`src/rtl/ptw_pkg.sv`:
```
package ptw_pkg;

  typedef enum logic [1:0] {
    PTW_IDLE  = 2'd0,
    PTW_ISSUE = 2'd1,
    PTW_WAIT  = 2'd2
  } ptw_state_e;

endpackage

```
`src/rtl/ptw_va_split.sv`:
```
module ptw_va_split #(
  parameter int USED_W = 43,
  parameter int IDX_W  = 10,
  parameter int OFF_W  = 13,
  parameter int LEVELS = 3
) (
  input  logic [USED_W-1:0] va,
  output logic [IDX_W-1:0]  idx_o [LEVELS],
  output logic [OFF_W-1:0]  off_o
);

  assign off_o = va[OFF_W-1:0];

  // level 0 (first walked) takes the most significant index field
  for (genvar l = 0; l < LEVELS; l++) begin : g_idx
    assign idx_o[l] = va[OFF_W + (LEVELS-1-l)*IDX_W +: IDX_W];
  end

endmodule

```
`src/rtl/ptw_fsm.sv`:
```
module ptw_fsm
  import ptw_pkg::*;
#(
  parameter int LEVELS = 3,
  parameter int LIDX_W = 2,
  parameter int LVL_W  = 2
) (
  input  logic              clk,
  input  logic              rst_n,
  input  logic              req_valid,
  input  logic              mem_req_ready,
  input  logic              mem_rsp_valid,
  input  logic              pte_valid,
  output logic              req_ready,
  output logic              busy,
  output logic              mem_req_valid,
  output logic [LIDX_W-1:0] level,
  output logic              ev_accept,
  output logic              ev_step,
  output logic              ev_last,
  output logic              ev_fault,
  output logic              done,
  output logic              fault,
  output logic [LVL_W-1:0]  fault_level
);

  ptw_state_e state;
  logic       ev_issue;
  logic       rsp_here;
  logic       at_last;

  assign req_ready     = (state == PTW_IDLE);
  assign busy          = (state != PTW_IDLE);
  assign mem_req_valid = (state == PTW_ISSUE);

  assign ev_accept = req_ready && req_valid;
  assign ev_issue  = mem_req_valid && mem_req_ready;
  assign rsp_here  = (state == PTW_WAIT) && mem_rsp_valid;
  assign at_last   = (level == LIDX_W'(LEVELS-1));
  assign ev_fault  = rsp_here && !pte_valid;
  assign ev_last   = rsp_here && pte_valid && at_last;
  assign ev_step   = rsp_here && pte_valid && !at_last;

  always_ff @(posedge clk) begin
    if (!rst_n) begin
      state       <= PTW_IDLE;
      level       <= '0;
      done        <= 1'b0;
      fault       <= 1'b0;
      fault_level <= '0;
    end else begin
      done  <= ev_last;
      fault <= ev_fault;
      unique case (state)
        PTW_IDLE: if (ev_accept) begin
          state <= PTW_ISSUE;
          level <= '0;
        end
        PTW_ISSUE: if (ev_issue) state <= PTW_WAIT;
        PTW_WAIT: begin
          if (ev_fault) begin
            state       <= PTW_IDLE;
            fault_level <= LVL_W'(level) + LVL_W'(1);
          end else if (ev_last) begin
            state <= PTW_IDLE;
          end else if (ev_step) begin
            state <= PTW_ISSUE;
            level <= level + LIDX_W'(1);
          end
        end
        default: state <= PTW_IDLE;
      endcase
    end
  end

  AST_ONE_OUTSTANDING: assert property (@(posedge clk) disable iff (!rst_n)
    ev_issue |=> !mem_req_valid);
  AST_FAULT_LEVEL_RANGE: assert property (@(posedge clk) disable iff (!rst_n)
    fault |-> (fault_level != '0) && (fault_level <= LVL_W'(LEVELS)));
  AST_READY_ONLY_IDLE: assert property (@(posedge clk) disable iff (!rst_n)
    $rose(busy) |-> $past(ev_accept));

endmodule

```
`src/rtl/ptw_walker.sv`:
```
module ptw_walker #(
  parameter int VA_W       = 64,
  parameter int IDX_W      = 10,
  parameter int OFF_W      = 13,
  parameter int LEVELS     = 3,
  parameter int PPN_W      = 32,
  parameter int PTE_W      = 64,
  parameter int PPN_LSB    = 32,
  parameter int ENTRY_LOG2 = 3,
  parameter int FLVL_W     = 2
) (
  input  logic               clk,
  input  logic               rst_n,
  input  logic               req_valid,
  output logic               req_ready,
  input  logic [VA_W-1:0]    req_va,
  input  logic [PPN_W-1:0]   root_ppn,
  output logic               busy,
  output logic               done,
  output logic [PPN_W+OFF_W-1:0] pa,
  output logic               fault,
  output logic [FLVL_W-1:0]  fault_level,
  output logic               mem_req_valid,
  input  logic               mem_req_ready,
  output logic [PPN_W+OFF_W-1:0] mem_req_addr,
  input  logic               mem_rsp_valid,
  input  logic [PTE_W-1:0]   mem_rsp_data
);

  localparam int PA_W   = PPN_W + OFF_W;
  localparam int USED_W = OFF_W + LEVELS*IDX_W;
  localparam int LIDX_W = (LEVELS > 1) ? $clog2(LEVELS) : 1;

  // byte address of one entry inside a table page
  function automatic logic [PA_W-1:0] entry_addr(input logic [PPN_W-1:0] base,
                                                 input logic [IDX_W-1:0] idx);
    logic [PA_W-1:0] page_part;
    logic [PA_W-1:0] slot_part;
    page_part = {base, {OFF_W{1'b0}}};
    slot_part = PA_W'(idx) << ENTRY_LOG2;
    return page_part + slot_part;
  endfunction

  function automatic logic [PA_W-1:0] join_pa(input logic [PPN_W-1:0] ppn,
                                              input logic [OFF_W-1:0] off);
    return {ppn, off};
  endfunction

  logic [USED_W-1:0] va_q;
  logic [PPN_W-1:0]  base_q;
  logic [PA_W-1:0]   pa_q;
  logic [IDX_W-1:0]  idx   [LEVELS];
  logic [OFF_W-1:0]  off;
  logic [LIDX_W-1:0] level;
  logic              ev_accept, ev_step, ev_last, ev_fault;
  logic [PPN_W-1:0]  pte_ppn;
  logic              pte_valid;
  logic              unused_va_hi;
  logic              unused_pte_bits;

  assign pte_ppn   = mem_rsp_data[PPN_LSB +: PPN_W];
  assign pte_valid = mem_rsp_data[0];
  assign unused_va_hi    = ^req_va[VA_W-1:USED_W];
  assign unused_pte_bits = ^mem_rsp_data[PPN_LSB-1:1];

  ptw_va_split #(
    .USED_W (USED_W),
    .IDX_W  (IDX_W),
    .OFF_W  (OFF_W),
    .LEVELS (LEVELS)
  ) u_split (
    .va    (va_q),
    .idx_o (idx),
    .off_o (off)
  );

  ptw_fsm #(
    .LEVELS (LEVELS),
    .LIDX_W (LIDX_W),
    .LVL_W  (FLVL_W)
  ) u_fsm (
    .clk           (clk),
    .rst_n         (rst_n),
    .req_valid     (req_valid),
    .mem_req_ready (mem_req_ready),
    .mem_rsp_valid (mem_rsp_valid),
    .pte_valid     (pte_valid),
    .req_ready     (req_ready),
    .busy          (busy),
    .mem_req_valid (mem_req_valid),
    .level         (level),
    .ev_accept     (ev_accept),
    .ev_step       (ev_step),
    .ev_last       (ev_last),
    .ev_fault      (ev_fault),
    .done          (done),
    .fault         (fault),
    .fault_level   (fault_level)
  );

  always_ff @(posedge clk) begin
    if (!rst_n) begin
      va_q   <= '0;
      base_q <= '0;
      pa_q   <= '0;
    end else begin
      if (ev_accept) begin
        va_q   <= req_va[USED_W-1:0];
        base_q <= root_ppn;
      end
      if (ev_step) base_q <= pte_ppn;
      if (ev_last) pa_q   <= join_pa(pte_ppn, off);
    end
  end

  assign mem_req_addr = entry_addr(base_q, idx[level]);
  assign pa           = pa_q;

  AST_REQ_HOLD: assert property (@(posedge clk) disable iff (!rst_n)
    mem_req_valid && !mem_req_ready |=> mem_req_valid && $stable(mem_req_addr));
  AST_ENTRY_ALIGNED: assert property (@(posedge clk) disable iff (!rst_n)
    mem_req_valid |-> (mem_req_addr[ENTRY_LOG2-1:0] == '0));
  AST_DONE_PULSE: assert property (@(posedge clk) disable iff (!rst_n)
    done |=> !done);
  AST_DONE_FAULT_EXCL: assert property (@(posedge clk) disable iff (!rst_n)
    !(done && fault));
  AST_BUSY_ENDS_ON_PULSE: assert property (@(posedge clk) disable iff (!rst_n)
    $fell(busy) |-> (done || fault));
  AST_PULSE_NOT_BUSY: assert property (@(posedge clk) disable iff (!rst_n)
    (done || fault) |-> !busy);

endmodule

```
`config.mk`:
```
export PLATFORM = sky130hd
export DESIGN_NAME = ptw_walker
export DESIGN_NICKNAME = d
export VERILOG_FILES = /design/src/rtl/ptw_pkg.sv /design/src/rtl/ptw_va_split.sv /design/src/rtl/ptw_fsm.sv /design/src/rtl/ptw_walker.sv
export SDC_FILE = /design/constraint.sdc
export NUM_CORES = 1
export LEC_CHECK = 0
export BUFFER_PORTS_ARGS = -buffer_cell sky130_fd_sc_hd__buf_2
export CAP_MARGIN = 20
export CORE_MARGIN = 3
export CORE_UTILIZATION = 45
export DETAILED_ROUTE_END_ITERATION = 6
export MAX_ROUTING_LAYER = met4
export PLACE_DENSITY = 0.91
export SETUP_SLACK_MARGIN = 0.4
export SLEW_MARGIN = 20
export SYNTH_ARGS = -nofsm -noshare
export SYNTH_HDL_FRONTEND = slang
export SYNTH_SLANG_ARGS = --single-unit
```
`constraint.sdc`:
```
create_clock -name clk -period 2.9 [get_ports clk]
set_input_delay 0.29 -clock clk [delete_from_list [all_inputs] [get_ports clk]]
set_output_delay 0.29 -clock clk [all_outputs]
set_load 0.01 [all_outputs]
```
==> results.yml <==
yosys:
  postSynthCellCount: 653
  yosysTopAreaCellShare_pct: 49.05
  synth_commonest_cells: "162 x nand2_1, 128 x dfxtp_1, 92 x a21oi_1, 46 x nand3_1, 46 x o21ai_0"
  synth-edff-count: 0
  avgSynthCellArea_um2: 8.000
  ys_types: 32
  yosys.area.top_type: "dfxtp_1"
  synth_area_mm2: 0.005224
  ys.flop_type: "dfxtp_1"
  synth_area_leaders: "dfxtp_1 49%, nand2_1 12%, a21oi_1 8.8%, a311oi_1 5.4%, nand3_1 4.4%"
  yosysSeqAreaShare_pct: 49.05
  async_flop_share_pct: 0
  ys_ff_latch: 128
  synth_most_common_cell: "nand2_1"
  yosys_warnings: 0
min_path:
  hold_start: "req_va[14]"
  hold_class: "in -> reg"
  min_to: "va_q[14]"
  whs_path_depth: 3
floorplanning:
  pin_count: 262
  core-area_mm2: 0.01108
  start_util_pct: 47.15
  rows: 38
  die_w_um: 113.7
  die_h_um: 113.7
  die_area_mm2: 0.01294
detailed_routing:
  drc_errors: 0
  via_per_inst: 5.490
  drt-total-wl_um: 15450
  ant_nets: 0
  wire_per_inst_um: 15.80
  vias: 5369
  drt_iter0_drc: 534
  dr.pass1.iters: 5
timing:
  worst_pin_slew_ps: 515.7
  rsz0062_at_grt: "no"
  setup_viol: 0
  max_freq_mhz: 494.8
  finalHoldViolCount: 0
  maxSlewHeadroom_pct: 65.62
  worst_clock_skew_ps: 6.685
  holdWs_ps: 115.4
  drv_slew: 0
  min_period_over_period_pct: 69.69
  tns_ps: 0
  period_needed_ps: 2021
clocking:
  clockBufferDepth: 2
  numCtsBuffers: 17
  cts_resized: 0
  cts.sinks: 128
  worstSkewPairLatency_ps: 410
  clkTransAtPathRegs_ps: 60
  cts_tree: "done"
  postCtsSetupRepairBufs: 0
  htreeDepth: 4
  ctsRootBufferMaster: "clkbuf_16"
  ctsHoldBuffers: 0
setup_path:
  reg2reg_slack_ps: 880
  r2r_end: "base_q[4]"
  cp-start-kind: "flip-flop"
  r2r_start: "u_fsm.level[0]"
  setup.worst_path.end_class: "flip-flop"
  worstPathArrival_ps: 2310
  cp.required_ps: 3190
  reg2regPathDepth: 7
  crit_type: "reg -> reg"
  cp_max_fo: 33
grt:
  grt_pass1_vias: 4867
  grtUsageTotal_pct: 24.19
  antenna_found_initial: 1
  grt_pass1_wl_um: 24200
  grt_max_degree: 60
  grt_overflow: 0
run:
  max_cap_viol_count: 0
layout:
  multiInputGateArea_mm2: 0.002321
  layout-drive-gt1-share_pct: 30.94
  ff_latch_area_mm2: 0.002562
  final_nets: 991
  fillers: 971
  syn_to_final_growth_pct: 31.45
  stdcell_area_mm2: 0.006867
power_and_ir_drop:
  powerDensity_mw_per_mm2: 646.1
  ir_drop_mv: 0.4363
  p_leak_nw: 2.906
placement:
  port_buffers: 206
  place_area_mm2: 0.006257
  hpwl_um: 10610
  gp_congestion: 0.8524
run_status:
  status: "completed"
-- where the power goes --
part / switching (mW) / internal (mW) / total [mW]
sequential: 0.0417 / 1.84 / 1.88
combinational: 0.244 / 0.173 / 0.417
clock: 0.729 / 1.41 / 2.14
-- stage by stage --
stage | utilization [%] | setup slack (ps) | total power [mW] | cells
finish | 61.98 | 878.9 | 4.436 | 978
global route | 61.98 | 735.0 | 4.618 | 978
CTS | 61.96 | 915.8 | 4.474 | 977
detailed placement | 56.48 | 926.8 | 2.329 | 946
global placement | 56.48 | 966.2 | 2.319 | 946
floorplan | - | 934.3 | 2.147 | 655
-- cells in the final DEF, fill, tap and decap left out, types with 2 or more instances in the layout --
master / synthesis / routed
buf_2: 23 / 206
nand2_1: 162 / 162
dfxtp_1: 128 / 128
a21oi_1: 92 / 92
nand3_1: 46 / 46
o21ai_0: 46 / 46
nor3_1: 33 / 33
a311oi_1: 32 / 32
clkbuf_16: 0 / 17
buf_4: 6 / 12
mux2i_1: 10 / 10
o22ai_1: 10 / 10
clkinvlp_4: 0 / 5
nor2_1: 3 / 3
conb_1: 1 / 3
bufinv_16: 0 / 3
clkbuf_8: 0 / 3
buf_12: 0 / 3
inv_1: 2 / 2
o211ai_1: 2 / 2
a211oi_1: 2 / 2
clkbuf_1: 32 / 2
-- flip-flops by register name, indices dropped and copies added, names as in the netlist --
register / flops
base_q: 32
u_fsm.fault: 1
u_fsm.state: 2
u_fsm.level: 2
u_fsm.fault_level: 2
va_q: 43
u_fsm.done: 1
pa: 45
-- worst max-delay path: stages (launching register included) --
cell and delay, ps:
dfxtp_1 300, buf_4 290, inv_1 100, ha_2 240, inv_2 280, nand2_1 80
buf_4 270, a311oi_1 310
-- final cells by class --
| class | instances | share of cell area [%] |
|---|---|---|
| inverters | 4 | 0.2551 |
| multi-input cells | 453 | 33.80 |
| well taps | 140 | 2.551 |
| repair buffers | 221 | 17.20 |
| clock buffers | 22 | 6.906 |
| clock inverters | 9 | 1.931 |
| flip-flops and latches | 128 | 37.32 |
| diodes | 1 | 0.03644 |
-- kinds of logic after synthesis --
family          share of synthesized area [%]
mux                                     1.916
compound gates                          20.53
flops                                   49.05
other cells                           0.07179
fa+ha+maj                              0.2395
buf+inv                                 7.018
simple gates                            21.17
-- routing by layer --
layer / track usage, % / vias to the layer above / wire (µm)
li1: - / 2619 / -
met1: 27.78 / 2467 / 6256
met2: 40.24 / 252 / 7598
met3: 6.525 / 31 / 1267
met4: 9.455 / 0 / 327
met5: - / - / 0
-- how the worst max path moves through the flow --
stage,from,to
detailed placement,u_fsm.level[0],base_q[3]
global placement,u_fsm.level[0],base_q[13]
CTS,u_fsm.level[0],base_q[10]
floorplan,u_fsm.level[0],base_q[0]
global route,u_fsm.level[0],base_q[4]
finish,u_fsm.level[0],base_q[4]
(Power assumes the default switching activity.)
